<file path="config.mk">
export PLATFORM = sky130hd
export DESIGN_NAME = seq_trigger
export DESIGN_NICKNAME = d
export VERILOG_FILES = /design/src/rtl/seq_trigger.sv
export SDC_FILE = /design/constraint.sdc
export NUM_CORES = 1
export LEC_CHECK = 0
export BUFFER_PORTS_ARGS = -buffer_cell sky130_fd_sc_hd__buf_4
export CORE_AREA = 2 2 122 124
export DETAILED_ROUTE_END_ITERATION = 8
export DIE_AREA = 0 0 124 126
export MAX_ROUTING_LAYER = met4
export PLACE_DENSITY_LB_ADDON = 0.3
export SKIP_CTS_REPAIR_TIMING = 1
export SLEW_MARGIN = 20
export SYNTH_ARGS = -nofsm -noshare
export SYNTH_HDL_FRONTEND = slang
export SYNTH_SLANG_ARGS = --single-unit
</file>
<file path="constraint.sdc">
create_clock -name clk -period 4.8 [get_ports clk]
set_clock_uncertainty 0.1 [all_clocks]
set_input_delay 0.48 -clock clk [delete_from_list [all_inputs] [get_ports clk]]
set_output_delay 0.48 -clock clk [all_outputs]
set_load 0.005 [all_outputs]
</file>
<file path="src/rtl/seq_trigger.sv">
module seq_trigger #(
  parameter int W    = 32,
  parameter int NSTG = 4,
  parameter int CW   = 16,
  localparam int SW  = (NSTG > 1) ? $clog2(NSTG) : 1
) (
  input  logic              clk,
  input  logic              rst_n,
  input  logic              arm,
  input  logic              smp_en,
  input  logic [W-1:0]      smp,
  input  logic [NSTG*W-1:0] stg_mask,
  input  logic [NSTG*W-1:0] stg_value,
  input  logic [NSTG-1:0]   stg_final,
  input  logic [CW-1:0]     post_len,
  output logic              trig,
  output logic              active,
  output logic              done,
  output logic [SW-1:0]     stage
);

  typedef enum logic [1:0] {S_IDLE, S_HUNT, S_POST, S_DONE} st_t;
  localparam logic [SW-1:0] LAST = SW'(NSTG - 1);

  st_t st;
  logic [CW-1:0] cnt;
  logic [NSTG-1:0] hit;

  for (genvar g = 0; g < NSTG; g++) begin : g_cmp
    assign hit[g] = ((smp ^ stg_value[g*W +: W]) & stg_mask[g*W +: W]) == '0;
  end

  wire cur_hit = hit[stage];
  wire cur_fin = stg_final[stage];

  always_ff @(posedge clk or negedge rst_n) begin
    if (!rst_n) begin
      st    <= S_IDLE;
      stage <= '0;
      cnt   <= '0;
      trig  <= 1'b0;
    end else begin
      trig <= 1'b0;
      if (arm) begin
        st    <= S_HUNT;
        stage <= '0;
        cnt   <= '0;
      end else begin
        case (st)
          S_HUNT:
            if (smp_en && cur_hit) begin
              if (cur_fin) begin
                st   <= S_POST;
                trig <= 1'b1;
                cnt  <= post_len;
              end else if (stage != LAST) begin
                stage <= stage + 1'b1;
              end
            end
          S_POST:
            if (smp_en) begin
              if (cnt == '0) st <= S_DONE;
              else           cnt <= cnt - 1'b1;
            end
          default: ;
        endcase
      end
    end
  end

  assign active = (st == S_HUNT) || (st == S_POST);
  assign done   = (st == S_DONE);

endmodule

</file>
==> summary.txt, run 1 <==
Residual DRC -> 0
Worst slack, placed -> 784.9 ps
Total Power -> 0.0008291 W
Hold WC Path Type -> input pin to async pin
Critical Path End Type -> flip-flop
Setup WS post-layout -> 772.9 ps
# fillers -> 1535
Routed wire per std cell -> 23.24 um
Post-synthesis cell area -> 3127 um2
Slew of the pin with the lowest slew margin -> 897.1 ps
First-pass GRT wire length -> 28.50 mm
Slew Viols, Final -> 0
Clock power frac -> 21.4%
Clock Latency Late Sink -> 260 ps
Commonest non-fill, non-tap cell in the layout -> buf_4
Total iterations of the first detailed-routing run -> 4
Largest net degree at the start of global routing -> 24
Finish-stage setup viols -> 0
TritonCTS clock tree -> yes
Syn_nets -> 698
TritonCTS Buffers -> 3
Power per cell area -> 143.6 nW/um2
Worst slew margin -> 40.00%
Drt first-iter violations -> 218
Critical path required time -> 4810 ps
Post-synth ARST share -> 100.0%
# H-tree levels -> 1
Critical path's slowest cell -> a31oi_2
Die height -> 126 um
Sw frac -> 33.09%
Crit path from -> cnt[0]$_DFFE_PN0P_
Final Non-Filler Cells -> 880
Share of post-route cells with drive strength above 1 -> 47.61%
Sink Count -> 21
Post-Syn Area per Cell -> 8.207 um2
P&R area growth vs syn -> 84.59%
Sequential Power Share -> 24.0%
Arrival time at the worst endpoint -> 4040 ps
Fmax -> 248.3 MHz
Initial antenna violation count -> 2
R2r setup slk -> 770 ps
Die area -> 15620 um2
Vias in the first global route -> 4478
Root Buffer -> clkbuf_16
Unique masters post-synth -> 45
Reg clk slew, reported paths -> 60 ps
Crit-path max cell delay -> 710 ps
Reg-to-reg startpoint -> cnt[0]$_DFFE_PN0P_
Total of max-cap violations -> 0
Synthesized flop and latch total -> 21
CP Class -> flip-flop to flip-flop
Synth Instances -> 381
Peak supply drop -> 0.1058 mV
Sum Neg Setup Slack -> 0 ps
Leakage -> 2.865 nW
Sw Pwr -> 0.0002743 W
RSZ-0062 raised after global routing -> no
DP HPWL -> 18.49 mm
CP max FO -> 22
Fin. Hold Viols -> 0
R2r endpoint -> cnt[3]$_DFFE_PN0P_
RePlAce Congestion -> 0.9338
Commonest cells after routing, fill and taps aside -> buf_4 (316), xor2_1 (128), a22oi_1 (48)
Placed Cells -> 871
Reg2reg path depth -> 11
Crit path capture -> cnt[3]$_DFFE_PN0P_
Via density -> 4.825
Outcome -> completed
Internal power -> 0.0005548 W
Sequential area share after synthesis -> 16.81%
Final Util -> 40.32%
Crit share post-route -> 83.90%
Nets -> 1009
Gr usage total -> 26.17%
GRT Residual Overflow -> 0
Std-Cell Rows -> 44
IO Count -> 317
CP Cell Sequence -> inv_1 > ha_1 > or3b_1 > or3_1 > or4_4 > nor4_4 > o21ai_2 > a21o_1 > a31oi_2 > or2_2 > o21ai_0
Post-synth EDFFs -> 0
Part of the power in combinational logic -> 54.6%
Element type at the critical path start -> flip-flop
Initial Util -> 21.84%
WL final -> 20.45 mm
Clock buffer depth -> 2
Yosys warnings -> 0
Core Area -> 14310 um2
ANT nets after route -> 0
Via count -> 4246
Die span in x -> 124 um
Most used DFF post-synth -> dfrtp_1
Port bufs -> 316
Minimum clock period after layout -> 4027 ps
-- power groups by stage --
stage / Clock [W] / Sequential, W / Combinational [W]
finish: 0.000178 / 0.000199 / 0.000453
global route: 0.000189 / 0.000200 / 0.000490
CTS: 0.000182 / 0.000198 / 0.000456
detailed placement: 0 / 0.000202 / 0.000453
global placement: 0 / 0.000200 / 0.000448
floorplan: 0 / 0.000199 / 0.000156
-- worst min path at each step --
stage / to / slack, ps / startpoint / depth (start not counted)
floorplan: cnt[0]$_DFFE_PN0P_ / 80 / rst_n / 0
global placement: cnt[3]$_DFFE_PN0P_ / 280 / rst_n / 1
detailed placement: cnt[6]$_DFFE_PN0P_ / 290 / rst_n / 1
CTS: cnt[0]$_DFFE_PN0P_ / 10 / rst_n / 1
global route: cnt[6]$_DFFE_PN0P_ / 30 / rst_n / 1
finish: cnt[0]$_DFFE_PN0P_ / 0.5 / rst_n / 1
-- per-stage QoR --
stage | hold slack, ps | instance area [um2]
6_report | 0.5033 | 5772
5_1_grt | 26.75 | 5764
4_1_cts | 10.01 | 5759
3_5_place_dp | 286.6 | 5679
3_3_place_gp | 280.7 | 5679
2_1_floorplan | 84.41 | 3127
-- area by class of cell --
class	instances	area [um2]	area share (%)
antenna	5	12.51	0.2168
clock buffer	3	75.07	1.301
clock inverter	1	5.005	0.08671
inverter	9	33.78	0.5853
multi-input combinational	341	2517	43.62
sequential	21	525.5	9.105
tap	184	230.2	3.989
timing repair buffer	316	2372	41.10
-- routing by layer --
metal / wire length, um / vias up / global-route usage, %
met4: 354 / 0 / 4.098
met5: 0 / - / -
met1: 8618 / 1974 / 33.82
met3: 1776 / 21 / 6.250
met2: 9702 / 203 / 42.24
li1: - / 2048 / -
-- cell usage after synthesis (2+ instances only) --
cell      number  area, um2
clkbuf_1       5      18.77
or3_1          2      12.51
or2_2          2      12.51
inv_1          9      33.78
buf_2          4      20.02
mux2i_1        2      20.02
o21ai_0       26      130.1
nor2_1        23      86.33
a221oi_1       5      43.79
xor2_1       128       1121
a22oi_1       48      360.4
a21oi_1       21      105.1
nor2b_1        3      18.77
a22o_1         5      43.79
a222oi_1       4      40.04
nand3_1        7      35.03
nand4_1       12      75.07
a32oi_1        2      17.52
nor3b_1        2      15.01
dfrtp_1       21      525.5
ha_1           5      62.56
nor4_1         6      37.54
o22ai_1        2      12.51
nor3_1        11      55.05
nand2_1        6      22.52
-- flip-flops by register name (all words and copies together), names as in the netlist --
register	count
cnt	16
st	2
stage	2
trig	1
-- worst max-delay path, delay by kind of cell, from the launching register on --
| family | cells | cell delay, ps |
|---|---|---|
| buffers and inverters | 1 | 100 |
| and+or+nand+nor | 5 | 1920 |
| adders and majority gates | 1 | 190 |
| AOI/OAI and AO/OA | 4 | 1170 |
| DFF | 1 | 400 |
-- cells by family after synthesis --
| kind of cell | Yosys count | synth area share [%] |
|---|---|---|
| AO/OA/AOI/OAI | 122 | 26.57 |
| buffers and inverters | 19 | 2.681 |
| adder cells (fa/ha/maj) | 5 | 2.001 |
| multiplexers | 3 | 1.361 |
| XOR/XNOR | 129 | 36.13 |
| AND/OR/NAND/NOR | 82 | 14.45 |
| flip-flops | 21 | 16.81 |
Note: power is estimated with default switching activity, not from simulation.
==> inputs of run 2 (changes only) <==
ABC_AREA = 1   (was default)
CORE_AREA = 2 2 123 125   (was 2 2 122 124)
DIE_AREA = 0 0 125 127   (was 0 0 124 126)
clock period = 4.2 ns   (was 4.8 ns; I/O delays follow)
==> summary.txt, run 2 <==
Post-synth ARST share -> 100.0% (unchanged)
Routed wire per std cell -> 15.24 um (was 23.24 um)
Area contributors post-synth -> nand2_1 (27%), nand3_1 (18%), dfrtp_1 (13%) (was xor2_1 (36%), dfrtp_1 (17%), a22oi_1 (12%))
Post-synth EDFFs -> 0 (unchanged)
Placed Cells -> 1272 (was 871)
Commonest non-fill, non-tap cell in the layout -> buf_4 (unchanged)
Biggest register -> cnt (unchanged)
Clock buffer depth -> 2 (unchanged)
Vias in the first global route -> 5617 (was 4478)
Largest net degree at the start of global routing -> 22 (was 24)
Die span in x -> 125 um (was 124 um)
Final Util -> 46.61% (was 40.32%)
DR WL met2 -> 9.952 mm (was 9.702 mm)
R2r setup slk -> 1430 ps (was 770 ps)
Port bufs -> 316 (unchanged)
Hold Path Sink -> trig$_DFF_PN0_
Multi-input logic area -> 3146 um2 (was 2517 um2)
Design Area, Final -> 6723 um2 (was 5772 um2)
CP Class -> flip-flop to flip-flop (unchanged)
Initial Util -> 28.32% (was 21.84%)
Core Area -> 14420 um2 (was 14310 um2)
Via density -> 4.608 (was 4.825)
Unique masters post-synth -> 40 (was 45)
Slew Viols, Final -> 0 (unchanged)
Metal-1 WL -> 8.092 mm (was 8.618 mm)
Fmax -> 360.5 MHz (was 248.3 MHz)
R2r endpoint -> cnt[7]$_DFFE_PN0P_ (was cnt[3]$_DFFE_PN0P_)
Leakage -> 3.833 nW (was 2.865 nW)
Die height -> 127 um (was 126 um)
Minimum clock period after layout -> 2774 ps (was 4027 ps)
Drt first-iter violations -> 243 (was 218)
Wire length on met3 -> 1.079 mm (was 1.776 mm)
Initial antenna violation count -> 0 (was 2)
Crit share post-route -> 66.04% (was 83.90%)
Gr usage total -> 24.30% (was 26.17%)
Post-synthesis cell area -> 4085 um2 (was 3127 um2)
CP max FO -> 17 (was 22)
Slew of the pin with the lowest slew margin -> 606.3 ps (was 897.1 ps)
Top flop regs -> cnt (16), st (2), stage (2) (unchanged)
Sink Count -> 21 (unchanged)
Fin. Hold Viols -> 0 (unchanged)
Post-Syn Area per Cell -> 5.251 um2 (was 8.207 um2)
Inserted Diodes -> 0 (was 5)
Total of max-cap violations -> 0 (unchanged)
Critical Path End Type -> flip-flop (unchanged)
Hold WC Path Type -> input pin to flip-flop (was input pin to async pin)
Element type at the critical path start -> flip-flop (unchanged)
RePlAce Congestion -> 0.9220 (was 0.9338)
Worst hold stages -> 2
Worst slew margin -> 59.58% (was 40.00%)
Residual DRC -> 0 (unchanged)
Most used DFF post-synth -> dfrtp_1 (unchanged)
Crit path from -> st[0]$_DFFE_PN0P_ (was cnt[0]$_DFFE_PN0P_)
Reg-to-reg startpoint -> st[0]$_DFFE_PN0P_ (was cnt[0]$_DFFE_PN0P_)
Total iterations of the first detailed-routing run -> 4 (unchanged)
Power per cell area -> 241.6 nW/um2 (was 143.6 nW/um2)
Area leader, netlist -> nand2_1 (was xor2_1)
P&R area growth vs syn -> 64.56% (was 84.59%)
FF/Latch Area -> 525.5 um2 (unchanged)
Dpl cell area -> 6630 um2 (was 5679 um2)
RSZ-0062 raised after global routing -> no (unchanged)
Synth Instances -> 778 (was 381)
Commonest cells post-synth -> nand2_1 (289), nand3_1 (150), inv_1 (91) (was xor2_1 (128), a22oi_1 (48), o21ai_0 (26))
Die area -> 15880 um2 (was 15620 um2)
WL final -> 19.47 mm (was 20.45 mm)
TritonCTS Buffers -> 3 (unchanged)
TritonCTS clock tree -> yes (unchanged)
Synthesized flop and latch total -> 21 (unchanged)
Top routing layer used -> met4 (unchanged)
GRT Residual Overflow -> 0 (unchanged)
Sum Neg Setup Slack -> 0 ps (unchanged)
Setup WS post-layout -> 1426 ps (was 772.9 ps)
Finish-stage setup viols -> 0 (unchanged)
Worst slack, placed -> 1477 ps (was 784.9 ps)
Hold Path Origin -> arm
DP HPWL -> 17.50 mm (was 18.49 mm)
Final Non-Filler Cells -> 1277 (was 880)
Arrival time at the worst endpoint -> 2880 ps (was 4040 ps)
Syn_nets -> 1095 (was 698)
ANT nets after route -> 0 (unchanged)
Via count -> 5884 (was 4246)
Commonest cells after routing, fill and taps aside -> buf_4 (317), nand2_1 (289), nand3_1 (150) (was buf_4 (316), xor2_1 (128), a22oi_1 (48))
Std-Cell Rows -> 44 (unchanged)
Share of post-route cells with drive strength above 1 -> 31.20% (was 47.61%)
Yosys warnings -> 0 (unchanged)
# H-tree levels -> 1 (unchanged)
Root Buffer -> clkbuf_16 (unchanged)
IO Count -> 317 (unchanged)
Yosys top cell area share -> 26.55% (was 35.85%)
Sequential area share after synthesis -> 12.86% (was 16.81%)
Max FFs per register -> 16 (unchanged)
Outcome -> completed (unchanged)
Clock Latency Late Sink -> 260 ps (about the same)
Cell with the most instances after synthesis -> nand2_1 (was xor2_1)
Peak supply drop -> 0.1393 mV (was 0.1058 mV)
First-pass GRT wire length -> 29.49 mm (was 28.50 mm)
Reg clk slew, reported paths -> 60 ps (about the same)
Reg2reg path depth -> 11 (unchanged)
# fillers -> 1585 (was 1535)
Nets -> 1411 (was 1009)
Critical path required time -> 4300 ps (was 4810 ps)
## run 2: cell types whose count changed in the layout (fill, tap and decap cells not counted), sizes merged, moves of 17 or more
cell,previous run,this run
nand2,6,292
nand3,7,157
xor2,128,6
or2,2,87
inv,9,93
a22oi,48,0
nor2,23,64
a21oi,21,4
## run 2: how the worst max path moves through the flow
stage                                endpoint  cells after the start
final                      cnt[7]$_DFFE_PN0P_                     11
after global routing       cnt[0]$_DFFE_PN0P_                     11
after CTS                  cnt[7]$_DFFE_PN0P_                     11
after detailed placement   cnt[7]$_DFFE_PN0P_                     11
after global placement    cnt[10]$_DFFE_PN0P_                     11
after floorplan           cnt[11]$_DFFE_PN0P_                     10
## run 2: kinds of logic (layout without fill, tap and decap cells)
logic type,count (synthesis),count (layout),synth area share (%)
AND/OR/NAND/NOR,613,613,69.07
buffers and inverters,100,415,10.14
AO/OA/AOI/OAI,31,31,4.686
flip-flops,21,21,12.86
XOR/XNOR,8,8,1.715
adder cells (fa/ha/maj),5,5,1.531
## run 2: layout make-up
type / count / area share (%)
Sequential cell: 21 / 7.817
Clock buffer: 3 / 1.117
Tap cell: 184 / 3.425
Timing Repair Buffer: 318 / 35.55
Multi-Input combinational cell: 657 / 46.79
Inverter: 93 / 5.193
Clock inverter: 1 / 0.1117
## run 2: worst max-delay path, cell delays in order, from the launching register on
cell     delay (ps)
dfrtp_1         420
inv_1            70
ha_1            540
inv_1           150
nor2_1          370
inv_2           140
o22ai_1         200
a21oi_2          40
buf_4           220
nand2_2         290
nand2_1          90
nand2_1          70
## run 2: metal layers
metal	global-route usage, %	up-vias
met5	-	-
met4	4.837	0
met3	3.015	25
met2	45.04	212
met1	28.32	2554
li1	-	3093
## run 2: metrics by stage
step	power, W	hold WS (ps)
3_3_place_gp	0.001398	218.7
5_1_grt	0.001775	288.0
6_report	0.001624	283.2
3_5_place_dp	0.001413	229.9
4_1_cts	0.001633	-54.78
2_1_floorplan	0.0009770	24.41
## run 2: power by group
part	internal (W)	total, W	leakage, nW	switching, W
clock network	0.000129	0.000216	0.0371	0.0000867
registers	0.000274	0.000359	0.274	0.0000856
logic	0.000488	0.00105	3.52	0.000561
